File: config.mk
export PLATFORM = sky130hd
export DESIGN_NAME = actprio_bank
export DESIGN_NICKNAME = d
export VERILOG_FILES = /design/src/rtl/actprio_pkg.sv /design/src/rtl/actprio_regfile.sv /design/src/rtl/actprio_lsb.sv /design/src/rtl/actprio_bank.sv
export SDC_FILE = /design/constraint.sdc
export NUM_CORES = 1
export LEC_CHECK = 0
export CORE_ASPECT_RATIO = 0.8
export CORE_MARGIN = 5
export CORE_UTILIZATION = 45
export CTS_BUF_LIST = sky130_fd_sc_hd__clkbuf_4 sky130_fd_sc_hd__clkbuf_8
export CTS_CLUSTER_DIAMETER = 150
export DETAILED_ROUTE_END_ITERATION = 6
export DONT_BUFFER_PORTS = 1
export HOLD_SLACK_MARGIN = 0.02
export PLACE_DENSITY_LB_ADDON = 0.05
export SLEW_MARGIN = 20
export SYNTH_ARGS = -nofsm -noshare
export SYNTH_HDL_FRONTEND = slang
export SYNTH_SLANG_ARGS = --single-unit
File: constraint.sdc
create_clock -name clk -period 3.5 [get_ports clk]
set_input_delay 0.175 -clock clk [delete_from_list [all_inputs] [get_ports clk]]
set_output_delay 0.175 -clock clk [all_outputs]
set_load 0.01 [all_outputs]
File: src/rtl/actprio_pkg.sv
package actprio_pkg;
    localparam int NUM_DOM   = 4;
    localparam int DOM_W     = $clog2(NUM_DOM);
    localparam int DATA_W    = 64;
    localparam int PRIO_BITS = 5;
    localparam int APR_W     = 1 << PRIO_BITS;
    localparam int RP_W      = 8;
    localparam logic [RP_W-1:0] RP_IDLE = '1;

    typedef enum logic {
        SEL_APR = 1'b0,
        SEL_RPR = 1'b1
    } reg_sel_e;
endpackage

File: src/rtl/actprio_regfile.sv
module actprio_regfile
    import actprio_pkg::*;
#(
    parameter int N  = NUM_DOM,
    parameter int W  = APR_W,
    parameter int DW = DOM_W
) (
    input  logic          clk,
    input  logic          rst,
    input  logic          wr_en,
    input  logic [DW-1:0] wr_dom,
    input  logic [W-1:0]  wr_val,
    input  logic [DW-1:0] rd_dom_a,
    input  logic [DW-1:0] rd_dom_b,
    output logic [W-1:0]  rd_val_a,
    output logic [W-1:0]  rd_val_b
);
    logic [N-1:0][W-1:0] bank;

    for (genvar d = 0; d < N; d++) begin : g_dom
        logic [W-1:0] q;
        logic         hit;

        assign hit = wr_en && (wr_dom == DW'(d));

        always_ff @(posedge clk) begin
            if (rst) begin
                q <= '0;
            end else if (hit) begin
                q <= wr_val;
            end
        end

        assign bank[d] = q;

        // reset empties this copy
        p_reset_clear_r1: assert property (@(posedge clk)
            rst |=> (bank[d] == '0));
        // a write aimed here lands here
        p_write_store_r2: assert property (@(posedge clk) disable iff (rst)
            (wr_en && wr_dom == DW'(d)) |=> (bank[d] == $past(wr_val)));
        // other domains' writes leave this copy alone
        p_other_hold_r3: assert property (@(posedge clk) disable iff (rst)
            !(wr_en && wr_dom == DW'(d)) |=> $stable(bank[d]));
    end

    assign rd_val_a = bank[rd_dom_a];
    assign rd_val_b = bank[rd_dom_b];
endmodule

File: src/rtl/actprio_lsb.sv
module actprio_lsb
    import actprio_pkg::*;
#(
    parameter int              W    = APR_W,
    parameter int              OW   = RP_W,
    parameter logic [OW-1:0]   IDLE = RP_IDLE
) (
    input  logic          clk,
    input  logic          rst,
    input  logic [W-1:0]  vec,
    output logic [OW-1:0] prio
);
    localparam int IW = $clog2(W);

    always_comb begin
        prio = IDLE;
        for (int i = W - 1; i >= 0; i--) begin
            if (vec[i]) begin
                prio = OW'(i);
            end
        end
    end

    // an empty vector gives the idle code
    p_idle_code_r6: assert property (@(posedge clk) disable iff (rst)
        (vec == '0) |-> (prio == IDLE));
    // the reported bit is set and no lower bit is set
    p_lowest_set_r5: assert property (@(posedge clk) disable iff (rst)
        (vec != '0) |-> ((prio < OW'(W)) && vec[prio[IW-1:0]] &&
            ((vec & ((W'(1) << prio[IW-1:0]) - W'(1))) == '0)));
endmodule

File: src/rtl/actprio_bank.sv
module actprio_bank
    import actprio_pkg::*;
(
    input  logic              clk,
    input  logic              rst,
    input  logic [DOM_W-1:0]  log_dom,
    input  logic [DOM_W-1:0]  phys_dom,
    input  logic              acc_en,
    input  logic              acc_wr,
    input  logic              acc_sel,
    input  logic [DATA_W-1:0] wdata,
    output logic [DATA_W-1:0] rdata,
    output logic [RP_W-1:0]   run_prio
);
    reg_sel_e          sel;
    logic              wr_go;
    logic              rd_go;
    logic [APR_W-1:0]  apr_log;
    logic [APR_W-1:0]  apr_phys;
    logic [DATA_W-1:0] rd_next;

    assign sel   = reg_sel_e'(acc_sel);
    assign wr_go = acc_en && acc_wr && (sel == SEL_APR);
    assign rd_go = acc_en && !acc_wr;

    actprio_regfile #(
        .N (NUM_DOM),
        .W (APR_W),
        .DW(DOM_W)
    ) u_regs (
        .clk     (clk),
        .rst     (rst),
        .wr_en   (wr_go),
        .wr_dom  (log_dom),
        .wr_val  (wdata[APR_W-1:0]),
        .rd_dom_a(log_dom),
        .rd_dom_b(phys_dom),
        .rd_val_a(apr_log),
        .rd_val_b(apr_phys)
    );

    actprio_lsb #(
        .W   (APR_W),
        .OW  (RP_W),
        .IDLE(RP_IDLE)
    ) u_lsb (
        .clk (clk),
        .rst (rst),
        .vec (apr_phys),
        .prio(run_prio)
    );

    always_comb begin
        unique case (sel)
            SEL_APR: rd_next = {{(DATA_W - APR_W){1'b0}}, apr_log};
            SEL_RPR: rd_next = {{(DATA_W - RP_W){1'b0}}, run_prio};
            default: rd_next = '0;
        endcase
    end

    always_ff @(posedge clk) begin
        if (rst) begin
            rdata <= '0;
        end else if (rd_go) begin
            rdata <= rd_next;
        end
    end

    // no read strobe, no change on rdata
    p_rd_hold_r10: assert property (@(posedge clk) disable iff (rst)
        !(acc_en && !acc_wr) |=> $stable(rdata));
    // active-priority reads never carry upper bits
    p_apr_upper_r4: assert property (@(posedge clk) disable iff (rst)
        (acc_en && !acc_wr && !acc_sel) |=> (rdata[DATA_W-1:APR_W] == '0));
    // running-priority reads return the readout, zero-extended
    p_rpr_read_r8: assert property (@(posedge clk) disable iff (rst)
        (acc_en && !acc_wr && acc_sel) |=>
            ((rdata[DATA_W-1:RP_W] == '0) && (rdata[RP_W-1:0] == $past(run_prio))));
endmodule

Word level (Yosys, flattened, before mapping):

Index checks and enable logic that the tools add are counted.

* reductions and logical operators: 9
* equality and inequality tests: 3
* bitwise logic cells: 1
* muxes and demuxes: 37
* order comparisons: 2

Operator list (count)
* $mux W8: 32
* $bmux W32 S2: 2
* $pmux W64 S2: 1
* $mux W32: 2
* $logic_and A1 B1 Y1: 7
* $lt A2 B3 Y1 const B: 2
* $eq A2 B2 Y1 const B: 2
* $eq A2 B1 Y1 const B: 1
* $logic_not A2 Y1: 1
* $logic_not A1 Y1: 1
* $not A1 Y1: 1

* output and inout bits: 72
* register bits after elaboration: 192

Depth between registers and ports, before layout:

Gate-level depths: netlist of the first run.

* depth after elaboration: 35
* mapped depth: 9
* mapped depth without buffers: 6

Modules after synthesis:

Synthesis of the first run repeated with hierarchy kept, for this count alone.

* cell total of the unflattened synthesis: 724
* area, all modules: 8391.8 um^2

By module, submodules not included
* actprio_regfile: cells each 533, area an instance 6618.8 um^2, instances 1
* actprio_bank: cells each 125, area an instance 1387.6 um^2, instances 1
* actprio_lsb: cells each 66, area an instance 385.4 um^2, instances 1

Worst setup path after synthesis of the first run:

No wires, ideal clock.

* kind: in2reg
* start point: in phys_dom[0]
* end point: reg rdata[2]
* setup slack: 867 ps
* setup time: 86 ps
* data arrival time: 2548 ps
* stages on the path: 9
* path through: buf_6 > buf_2 > buf_4 > mux4_2 > nor4_1 > o41ai_1 > a211oi_1 > mux2i_1 > a211oi_1

* word-level cells in the longest chain between the ends: 34

RTL lines
* start, declared: RTL line actprio_bank.sv:7 `input logic [DOM_W-1:0] phys_dom,`
* $bmux W32 S2 (*): RTL line actprio_regfile.sv:48 `assign rd_val_b = bank[rd_dom_b];`
* $mux W32 (implied by the code) (*): RTL line actprio_regfile.sv:48
* $mux W8 (30 in series): RTL line actprio_lsb.sv:18 `if (vec[i]) begin`
* $mux W8 (*): RTL line actprio_lsb.sv:18
* via run_prio[2]: RTL line actprio_bank.sv:13 `output logic [RP_W-1:0] run_prio`
* $pmux W64 S2 (*): RTL line actprio_bank.sv:54 `unique case (sel)`
* end signal, assigned: RTL line actprio_bank.sv:65 `rdata <= rd_next;`
* end, declared: RTL line actprio_bank.sv:12 `output logic [DATA_W-1:0] rdata,`

Mark *: on every way through the listed nets, which the timed path passes. The rest lies on a longest branch. The select of a mux whose other input is x is not followed.
A chain may end at the register's enable or synchronous reset.

Worst setup path after layout of the first run:

* start point: reg u_regs.g_dom[1].q[10]
* end point: out run_prio[7]

* word-level cells in the longest chain between the ends: 13

RTL lines
* start, declared: RTL line actprio_regfile.sv:21 `logic [W-1:0] q;`
* start signal, assigned: RTL line actprio_regfile.sv:30 `q <= wr_val;`
* $bmux W32 S2: RTL line actprio_regfile.sv:48
* $mux W32 (implied by the code): RTL line actprio_regfile.sv:48
* $mux W8 (11 in series): RTL line actprio_lsb.sv:18
* end, declared: RTL line actprio_bank.sv:13

No other way between the ends. The select of a mux whose other input is x is not followed.

==> qor.txt, run 1 <==
LEAKAGE = 2.79 nW
sequential area share after synthesis = 0.413
Cell Pwr Density = 424 mW/mm²
Synth Area in XOR/XNOR = 0
FF-to-FF path depth = 6
number of global-route vias before repair = 6,190
root buffer cell = clkbuf_8
simple-gate share of the synthesized area = 0.188
final setup vio count = 0
CP Launch Point = u_regs.g_dom[1].q[10]$_SDFFE_PP0P_
highest net fanout along the worst path = 4
synth-to-layout area growth = 8.84%
Tot Pwr = 0.00358 W
Post-Synth Adder-Cell Area = 0
post-synthesis register bit count = 160
CTS Buffer Depth = 2
grt total ovfl = 0
hold crit path type = input pin to register
worst setup path class = register to output pin
die width = 157 µm
Worst R2R Setup Slack = 0.68 ns
GPL Wtd Cong = 0.774
row cnt = 43
routed wire length = 22,600 µm
die height = 127 µm
core area = 0.0171 mm²
Avg Inst Size Synth = 8.95 µm²
cell area after layout = 0.00844 mm²
Synth area leader = dfxtp_1
pin count of the biggest net entering global routing = 162
die area = 0.0200 mm²
Synth Area in Compound Gates = 0.135
startpoint types = register
mux share of post-synthesis cell area = 0.191
Syn Inst Count = 867
Nets = 927
DR WL/cell = 20.7 µm
largest family of logic cells by synthesized area = multiplexers
DR pass1 iterations = 5
Slew headroom = 0.328
R2R Path Start = u_regs.g_dom[1].q[10]$_SDFFE_PP0P_
Reg clk slew, reported paths = 0.09 ns
worst vdd ir = 0.326 mV
setup TNS = 0 ns
Post-Route Skew = 0.0120 ns
hpwl dp = 13,200 µm
first-pass GRT wire length = 35,400 µm
area of the multi-input gates = 0.00413 mm²
post-layout util = 0.493
crit path time final = 3.00 ns
CP required = 3.32 ns
PortBufs = 0
Fillers = 1,634
status = finished, final reports clean
max_cap viols = 0
vias = 6,208
IO Pins = 145
f_max = 0.333 GHz
Worst Hold Endpoint = rdata[9]$_SDFFE_PP0P_
max-slew violations = 0
Syn Std Cell Area = 0.00776 mm²
Vias/cell = 5.68
CP Data Arrival Time = 2.83 ns
layout cell share with drive strength beyond 1 = 0.135
H-tree levels = 4
CTS tree = yes
clk_lat worst skew = 0.45 ns
Synth area leaders = dfxtp_1 (41%), mux4_2 (18%), nand2_1 (13%)
total global-route track usage = 0.231
RSZ-0062 raised after global routing = false
Worst-Margin Slew = 1.01 ns
HP Start = log_dom[1]
FF-to-FF End = rdata[7]$_SDFFE_PP0P_
clock sink total = 160
# DRC = 0
Final ANT Viol Nets = 0
FF/Latch Area = 0.00320 mm²
CTS Buf Count = 17
initial antenna violation count = 1
Worst setup EP type = output pin
# resized after CTS = 0
crit share post-route = 0.859
initial core utilization = 0.453
drt initial violations = 551
Hold Violations, Final = 0
Synth cell types = 46
hold depth = 3
synth warn = 0
placed inst area = 0.00765 mm²
top-area cell type share of the netlist area = 0.413
[worst max-delay path: stages, from the launching register on]
cell and delay (ns):
dfxtp_1 0.33, mux4_1 0.58, or4_4 0.58, nor4_4 0.47, and4_4 0.41
[report_power, final]
part / internal, W / total, W / leakage, nW / switching (W)
combinational: 0.000128 / 0.000315 / 1.30 / 0.000186
clock: 0.000693 / 0.00140 / 0.199 / 0.000710
sequential: 0.00184 / 0.00187 / 1.29 / 0.0000221
[per-stage QoR]
stage | std cells | worst slack (ns) | hold WS [ns]
2_1_floorplan | 898 | 0.867 | 0.311
3_3_place_gp | 1024 | 0.740 | 0.256
3_5_place_dp | 1024 | 0.713 | 0.259
4_1_cts | 1092 | 0.443 | 0.0223
5_1_grt | 1093 | 0.409 | 0.0395
6_report | 1093 | 0.495 | 0.0516
[cells by family after synthesis]
logic type / Yosys count
AO/OA/AOI/OAI: 181
AND/OR/NAND/NOR: 352
flip-flops: 160
other: 1
multiplexers: 67
buffers and inverters: 106
[repair_timing]
item	4_1_cts	5_1_grt
hold endpoints to repair	160	0
hold buffers	36	0
endpoints found under the setup margin	0	0
buffers inserted	0	0
[Yosys cell counts (all sizes together)]
cell type,number
mux2i,3
a21oi,132
o311ai,1
o31ai,1
a221oi,1
nor2b,3
a211oi,6
a311oi,3
nor3,4
o41ai,1
or2,3
buf,46
or2b,1
and3,2
o21ai,4
a22oi,25
o31a,1
clkbuf,56
inv,4
nand3,2
o21bai,1
a31oi,1
a211o,1
and4,1
and2,2
or4,4
conb,1
nand2b,7
or3,6
dfxtp,160
o21a,2
nor4,5
nor2,51
o2bb2ai,1
mux4,64
nand2,261
[how the worst max path moves through the flow]
stage | slack (ns) | depth (start not counted) | end
after global placement | 0.74 | 6 | rdata[7]$_SDFFE_PP0P_
final | 0.50 | 4 | run_prio[7]
after detailed placement | 0.71 | 6 | rdata[7]$_SDFFE_PP0P_
after CTS | 0.44 | 4 | run_prio[7]
after floorplan | 0.87 | 9 | rdata[2]$_SDFFE_PP0P_
after global routing | 0.41 | 4 | run_prio[7]
[sequential cells by signal (all words and copies together), names as in the netlist]
register        count
rdata              32
u_regs.g_dom.q    128
[cell usage in the layout, fill, tap and decap left out, drive strengths merged, types with 5 or more instances in the layout]
master       netlist  final
nand2            261    261
dfxtp            160    160
a21oi            132    132
mux4              64     64
nor2              51     51
dlygate4sd3        0     35
conb               1     32
a22oi             25     25
clkbuf            56     20
nand2b             7      7
a211oi             6      6
or3                6      6
inv                4      5
nor4               5      5
clkinv             0      5
[layer usage]
layer	up-vias	track usage	share of wire
li1	2938	-	-
met1	3020	0.314	0.44
met2	226	0.372	0.48
met3	24	0.0579	0.073
met4	0	0.0551	0.011
met5	-	0	0
[area by class of cell]
cell class | instances | area share
Sequential cell | 160 | 0.379
Tap cell | 225 | 0.0333
Timing Repair Buffer | 39 | 0.0474
Inverter | 4 | 0.00178
Antenna cell | 1 | 0.000296
Multi-Input combinational cell | 632 | 0.489
Clock inverter | 12 | 0.0159
Clock buffer | 20 | 0.0326
No activity file was read; power rests on OpenSTA's default activity.
==> run 2, diff against run 1 <==
Settings changed: CORE_UTILIZATION 45 to 63, RECOVER_POWER set to 25.
Clock period 3.5 ns to 3.6 ns, I/O delays scaled along.
==> qor.txt, run 2 (synthesis gave the netlist of run 1 again) <==
status = finished with violations
failing checks = capacitance limit, slew limit
CTS tree = yes
Switch Pwr = 0.000849 W (-7.5%)
Switching Share = 0.239 (-0.0175)
worst vdd ir = 0.332 mV (+1.9%)
number of global-route vias before repair = 6,096 (-1.5%)
LEAKAGE = 2.81 nW (+0.62%)
die area = 0.0146 mm² (-27%)
die height = 109 µm (-14%)
H-tree levels = 4 (unchanged)
layout cell share with drive strength beyond 1 = 0.133 (-0.00231)
highest net fanout along the worst path = 4 (unchanged)
Cell Pwr Density = 425 mW/mm² (about the same)
crit path time final = 3.01 ns
grt total ovfl = 0 (unchanged)
root buffer cell = clkbuf_8
Worst-Margin Slew = 1.75 ns (+0.739 ns)
initial antenna violation count = 0 (-1)
PortBufs = 0 (unchanged)
Slew headroom = -0.167 (-0.495)
pre-CTS setup slack = 0.851 ns (+0.138 ns)
DR WL/cell = 20.0 µm (-3.5%)
CP Data Arrival Time = 2.83 ns (about the same)
core area = 0.0121 mm² (-29%)
Nets = 928 (+0.11%)
CP required = 3.42 ns (+0.10 ns)
drt initial violations = 635 (+15%)
Flop pwr share = 0.510 (-0.011)
clk_lat worst skew = 0.47 ns (+0.02 ns)
clock share of power = 0.406 (+0.015)
synth-to-layout area growth = 8.02%
Reg clk slew, reported paths = 0.08 ns (about the same)
most frequent cells in the layout = nand2_1 (259), dfxtp_1 (160), a21oi_1 (132), mux4_2 (61), nor2_1 (50)
post-layout util = 0.692 (+0.198)
RSZ-0062 raised after global routing = false
top flop regs = u_regs.g_dom.q (128), rdata (32)
initial core utilization = 0.640 (+0.187)
Hold Violations, Final = 0 (unchanged)
max reg flops = 128 (unchanged)
worst setup path class = register to output pin
# DRC = 0 (unchanged)
startpoint types = register
final setup vio count = 0 (unchanged)
Post-Route Skew = 0.0132 ns (+0.00118 ns)
Worst setup EP type = output pin
row cnt = 36 (-16%)
CTS Buffer Depth = 2 (unchanged)
routed wire length = 20,400 µm (-9.9%)
pin count of the biggest net entering global routing = 162 (unchanged)
Gate power share = 0.084 (-0.004)
IO Pins = 145 (unchanged)
commonest non-fill, non-tap cell in the layout = nand2_1
CTS Buf Count = 17 (unchanged)
hpwl dp = 12,100 µm (-8.5%)
crit share post-route = 0.836
die width = 134 µm (-14%)
hold crit path type = input pin to register
Vias/cell = 6.16 (+8.5%)
setup TNS = 0 ns (unchanged)
vias = 6,285 (+1.2%)
internal cell power = 0.00271 W (+1.6%)
total global-route track usage = 0.289 (+0.0585)
DR pass1 iterations = 5 (unchanged)
first-pass GRT wire length = 32,400 µm (-8.5%)
max_cap viols = 1 (+1)
GPL Wtd Cong = 0.907 (+17%)
clock sink total = 160 (unchanged)
Top reg by flops = u_regs.g_dom.q
final worst slack = 0.592 ns (+0.0966 ns)
max-slew violations = 33 (+33)
Final ANT Viol Nets = 0 (unchanged)
f_max = 0.332 GHz
==> run 2: changes by cell type in the layout (fill, tap and decap cells not counted), sizes merged <==
cell and change:
bufinv +2, clkinv -2, buf +1, clkbuf +1, clkinvlp -1, inv -1
==> run 2: area by class of cell <==
cell class              count  area (µm²)
multi-input cells         632        4130
fillers                   945        3740
flip-flops and latches    160        3200
repair buffers             40         408
clock buffers              21         270
well taps                 152         190
clock inverters            10         161
inverters                   4        15.0
diodes                      1        2.50
==> run 2: stage by stage <==
stage	power, W	hold WS (ns)	instances	instance area [µm²]
2_1_floorplan	0.00212	0.316	898	7870
6_report	0.00356	0.0544	1020	8380
4_1_cts	0.00357	0.0216	1019	8380
3_3_place_gp	0.00207	0.261	952	7570
3_5_place_dp	0.00207	0.264	952	7570
5_1_grt	0.00368	0.0418	1019	8380
==> run 2: power by group through the flow <==
stage	Sequential, W	Combinational (W)	Clock, W
3_3_place_gp	0.00185	0.000213	0
3_5_place_dp	0.00186	0.000217	0
2_1_floorplan	0.00185	0.000273	0
4_1_cts	0.00181	0.000294	0.00147
5_1_grt	0.00182	0.000319	0.00154
6_report	0.00181	0.000300	0.00144
==> run 2: metal layers <==
layer,global-route usage,share of wire,vias to the layer above
li1,-,-,2933
met1,0.374,0.41,3023
met2,0.486,0.48,301
met3,0.0669,0.094,28
met4,0.0967,0.014,0
met5,0,0,-
==> run 2: path summary, 6_finish.rpt <==
check                                                   startpoint                            endpoint  slack (ns)  cells after the start
worst max register to register  u_regs.g_dom[1].q[12]$_SDFFE_PP0P_               rdata[7]$_SDFFE_PP0P_        0.80                      6
worst min register to register  u_regs.g_dom[2].q[16]$_SDFFE_PP0P_  u_regs.g_dom[2].q[16]$_SDFFE_PP0P_        0.47                      2
worst min-delay path                                    log_dom[1]              rdata[28]$_SDFFE_PP0P_        0.05                      3
worst max-delay path            u_regs.g_dom[1].q[12]$_SDFFE_PP0P_                         run_prio[6]        0.59                      4
==> run 2: worst max-delay path: stages, from the launching register on <==
cell and delay (ns):
dfxtp_1 0.33, mux4_1 0.58, or4_4 0.61, nor4_4 0.44, and4_4 0.41
==> run 2: what timing repair did <==
| action | in CTS | in global routing |
|---|---|---|
| endpoints found under the hold margin | 160 | 0 |
| hold buffers | 36 | 0 |
| gates resized for setup | 0 | 0 |
| buffers inserted | 0 | 0 |
==> run 3, diff against run 2 <==
Settings changed: ABC_AREA set to 1.
Clock period 3.6 ns to 3 ns, I/O delays scaled along.
==> qor.txt, run 3 <==
H-tree levels = 4 (unchanged)
Post-Route Skew = 0.00596 ns (-0.00723 ns)
failing checks = capacitance limit, slew limit
hold depth = 3 (unchanged)
CP Launch Point = u_regs.g_dom[2].q[26]$_SDFFE_PP0P_
Worst-Margin Slew = 1.62 ns (-0.128 ns)
clock sink total = 160 (unchanged)
final worst slack = 0.0433 ns (-0.549 ns)
Synth area leaders = dfxtp_1 (41%), nand2_1 (17%), a21oi_1 (9.6%)
FF-to-FF path depth = 33 (+27)
Cell Pwr Density = 492 mW/mm² (+16%)
Post-synth EDFFs = 0 (unchanged)
die height = 110 µm (+0.67%)
crit share post-route = 0.986
final setup vio count = 0 (unchanged)
grt met2 use = 0.468 (-0.0184)
Flop pwr share = 0.520 (+0.010)
vias = 7,588 (+21%)
status = finished with violations
crit path to = run_prio[0]
count leader, synth = nand2_1
Top reg by flops = u_regs.g_dom.q
most frequent CP cell = nand2_1
post-synthesis register bit count = 160 (unchanged)
initial core utilization = 0.645 (+0.00471)
first-pass GRT wire length = 36,500 µm (+13%)
number of global-route vias before repair = 7,037 (+15%)
DR pass1 iterations = 5 (unchanged)
root buffer cell = clkbuf_8
die width = 135 µm (+0.68%)
Worst R2R Setup Slack = 0.40 ns (-0.40 ns)
clk_lat worst skew = 0.46 ns (about the same)
RSZ-0062 raised after global routing = true
max_cap viols = 1 (unchanged)
most frequent cells in the layout = nand2_1 (346), dfxtp_1 (153), a21oi_1 (151), nor2_1 (103), a22oi_1 (57)
cell area after layout = 0.00849 mm² (+1.4%)
Top Usage Layer GRT = met2
Slew headroom = -0.0787 (+0.0885)
CP required = 2.85 ns (-0.57 ns)
commonest non-fill, non-tap cell in the layout = nand2_1
PortBufs = 0 (unchanged)
FF-to-FF End = rdata[0]$_SDFFE_PP0P_
core area = 0.0122 mm² (+0.74%)
startpoint types = register
Syn Std Cell Area = 0.00787 mm² (+1.5%)
sequential area share after synthesis = 0.407 (-0.00604)
placed inst area = 0.00771 mm² (+1.9%)
Crit path largest cell delay = 0.34 ns (-0.27 ns)
R2R Path Start = u_regs.g_dom[2].q[26]$_SDFFE_PP0P_
GR Util met1 = 0.443 (+0.0686)
Synth area leader = dfxtp_1
Commonest cells post-synth = nand2_1 (348), dfxtp_1 (160), a21oi_1 (151), nor2_1 (108), clkbuf_1 (59)
highest net fanout along the worst path = 2 (-2)
synth warn = 0 (unchanged)
grt total ovfl = 0 (unchanged)
worst setup path class = register to output pin
CTS Buffer Depth = 2 (unchanged)
max reg flops = 128 (unchanged)
Switch Pwr = 0.00110 W (+29%)
worst vdd ir = 0.381 mV (+15%)
Vias/cell = 5.76 (-6.5%)
CTS tree = yes
initial antenna violation count = 1 (+1)
hold_ws = 0.0545 ns (+0.000156 ns)
Hold Violations, Final = 0 (unchanged)
pre-CTS setup slack = 0.365 ns (-0.486 ns)
total global-route track usage = 0.310 (+0.0204)
f_max = 0.338 GHz
CTS Buf Count = 17 (unchanged)
Gate power share = 0.107 (+0.023)
top-area cell type share of the netlist area = 0.407 (-0.00604)
synth-to-layout area growth = 7.90%
Reg clk slew, reported paths = 0.08 ns (about the same)
Avg Inst Size Synth = 6.89 µm² (-23%)
crit path time final = 2.96 ns
top flop regs = u_regs.g_dom.q (128), rdata (32)
row cnt = 36 (unchanged)
met3 Use GR = 0.0690 (+0.00208)
drt initial violations = 845 (+33%)
CP Data Arrival Time = 2.81 ns (-0.02 ns)
Nets = 1,208 (+30%)
pin count of the biggest net entering global routing = 160 (-1.2%)
Switching Share = 0.263 (+0.0240)
GPL Wtd Cong = 0.840 (-7.3%)
Final ANT Viol Nets = 0 (unchanged)
Async S/R FF share, synth = 0 (unchanged)
DR WL/cell = 17.0 µm (-15%)
Slowest-stage cell, CP = dfxtp_1
Worst setup EP type = output pin
# DRC = 0 (unchanged)
Synth cell types = 31 (-33%)
routed wire length = 22,400 µm (+9.9%)
clock share of power = 0.372 (-0.034)
hpwl dp = 12,900 µm (+6.9%)
IO Pins = 145 (unchanged)
max-slew violations = 28 (-15%)
LEAKAGE = 3.12 nW (+11%)
die area = 0.0148 mm² (+1.4%)
layout cell share with drive strength beyond 1 = 0.0725 (-0.0602)
hold crit path type = input pin to register
internal cell power = 0.00308 W (+14%)
Primary FF master, synth = dfxtp_1
Syn Inst Count = 1,142 (+32%)
## run 3: cell types whose count changed after synthesis, moves of 7 or more
cell	before	now
a211oi_1	6	42
a21oi_1	132	151
a21oi_2	0	7
a22oi_1	25	57
buf_1	7	0
inv_1	4	53
inv_2	0	8
mux4_2	61	0
nand2_1	260	348
nand2b_1	7	0
nor2_1	51	108
o21ai_0	3	34
o21ai_1	1	28
## run 3: how the worst min path moves through the flow
stage | start | to | slack (ns)
CTS | acc_sel | rdata[4]$_SDFFE_PP0P_ | 0.03
floorplan | wdata[29] | u_regs.g_dom[2].q[29]$_SDFFE_PP0P_ | 0.30
global placement | rst | rdata[21]$_SDFFE_PP0P_ | 0.23
finish | acc_sel | rdata[4]$_SDFFE_PP0P_ | 0.05
detailed placement | rst | u_regs.g_dom[3].q[25]$_SDFFE_PP0P_ | 0.23
global route | acc_sel | rdata[4]$_SDFFE_PP0P_ | 0.07
## run 3: layout make-up
cell class | instances | area [µm²]
Clock buffer | 22 | 284
Antenna cell | 1 | 2.50
Clock inverter | 7 | 87.6
Timing Repair Buffer | 53 | 503
Tap cell | 171 | 214
Fill cell | 1040 | 3710
Sequential cell | 160 | 3210
Multi-Input combinational cell | 839 | 3950
Inverter | 64 | 244
## run 3: cells by family (layout without fill, tap and decap cells)
family / count (synthesis) / in the layout / synth area share
and+or+nand+nor: 469 / 469 / 0.227
buffers and inverters: 174 / 146 / 0.110
other: 1 / 33 / 0.000476
AOI/OAI and AO/OA: 338 / 338 / 0.255
DFF: 160 / 160 / 0.407
## run 3: what timing repair did
item                                   4_1_cts  5_1_grt
setup endpoints to repair                    1        1
setup buffers                                0        1
hold buffers                                38        0
resized for setup                            2       13
endpoints found under the hold margin      160        0
cloned                                       0        0
pin swaps                                    1        3
## run 3: critical path: cells and delay by family, from the launching register on
family | cells | cell delay (ns)
flops | 1 | 0.34
compound gates | 2 | 0.32
simple gates | 27 | 1.56
buf+inv | 2 | 0.11
## run 3: power by group through the flow
stage,combinational [W],sequential [W],clock [W]
after floorplan,0.000349,0.00222,0
after CTS,0.000437,0.00217,0.00157
after detailed placement,0.000340,0.00222,0
after global routing,0.000497,0.00218,0.00166
final,0.000448,0.00217,0.00156
after global placement,0.000337,0.00222,0
## run 3: metrics by stage
stage          power [W]  TNS, ns  utilization  instances
2_1_floorplan    0.00257        0            -       1173
3_3_place_gp     0.00256        0        0.632       1248
3_5_place_dp     0.00256        0        0.632       1248
4_1_cts          0.00418        0        0.695       1315
5_1_grt          0.00433   -0.340        0.696       1317
6_report         0.00418        0        0.696       1317
## run 3: per-layer routing
metal | routed length, µm | share of wire
met2 | 9750 | 0.44
met5 | 0 | 0
met3 | 2200 | 0.098
met1 | 10100 | 0.45
met4 | 332 | 0.015
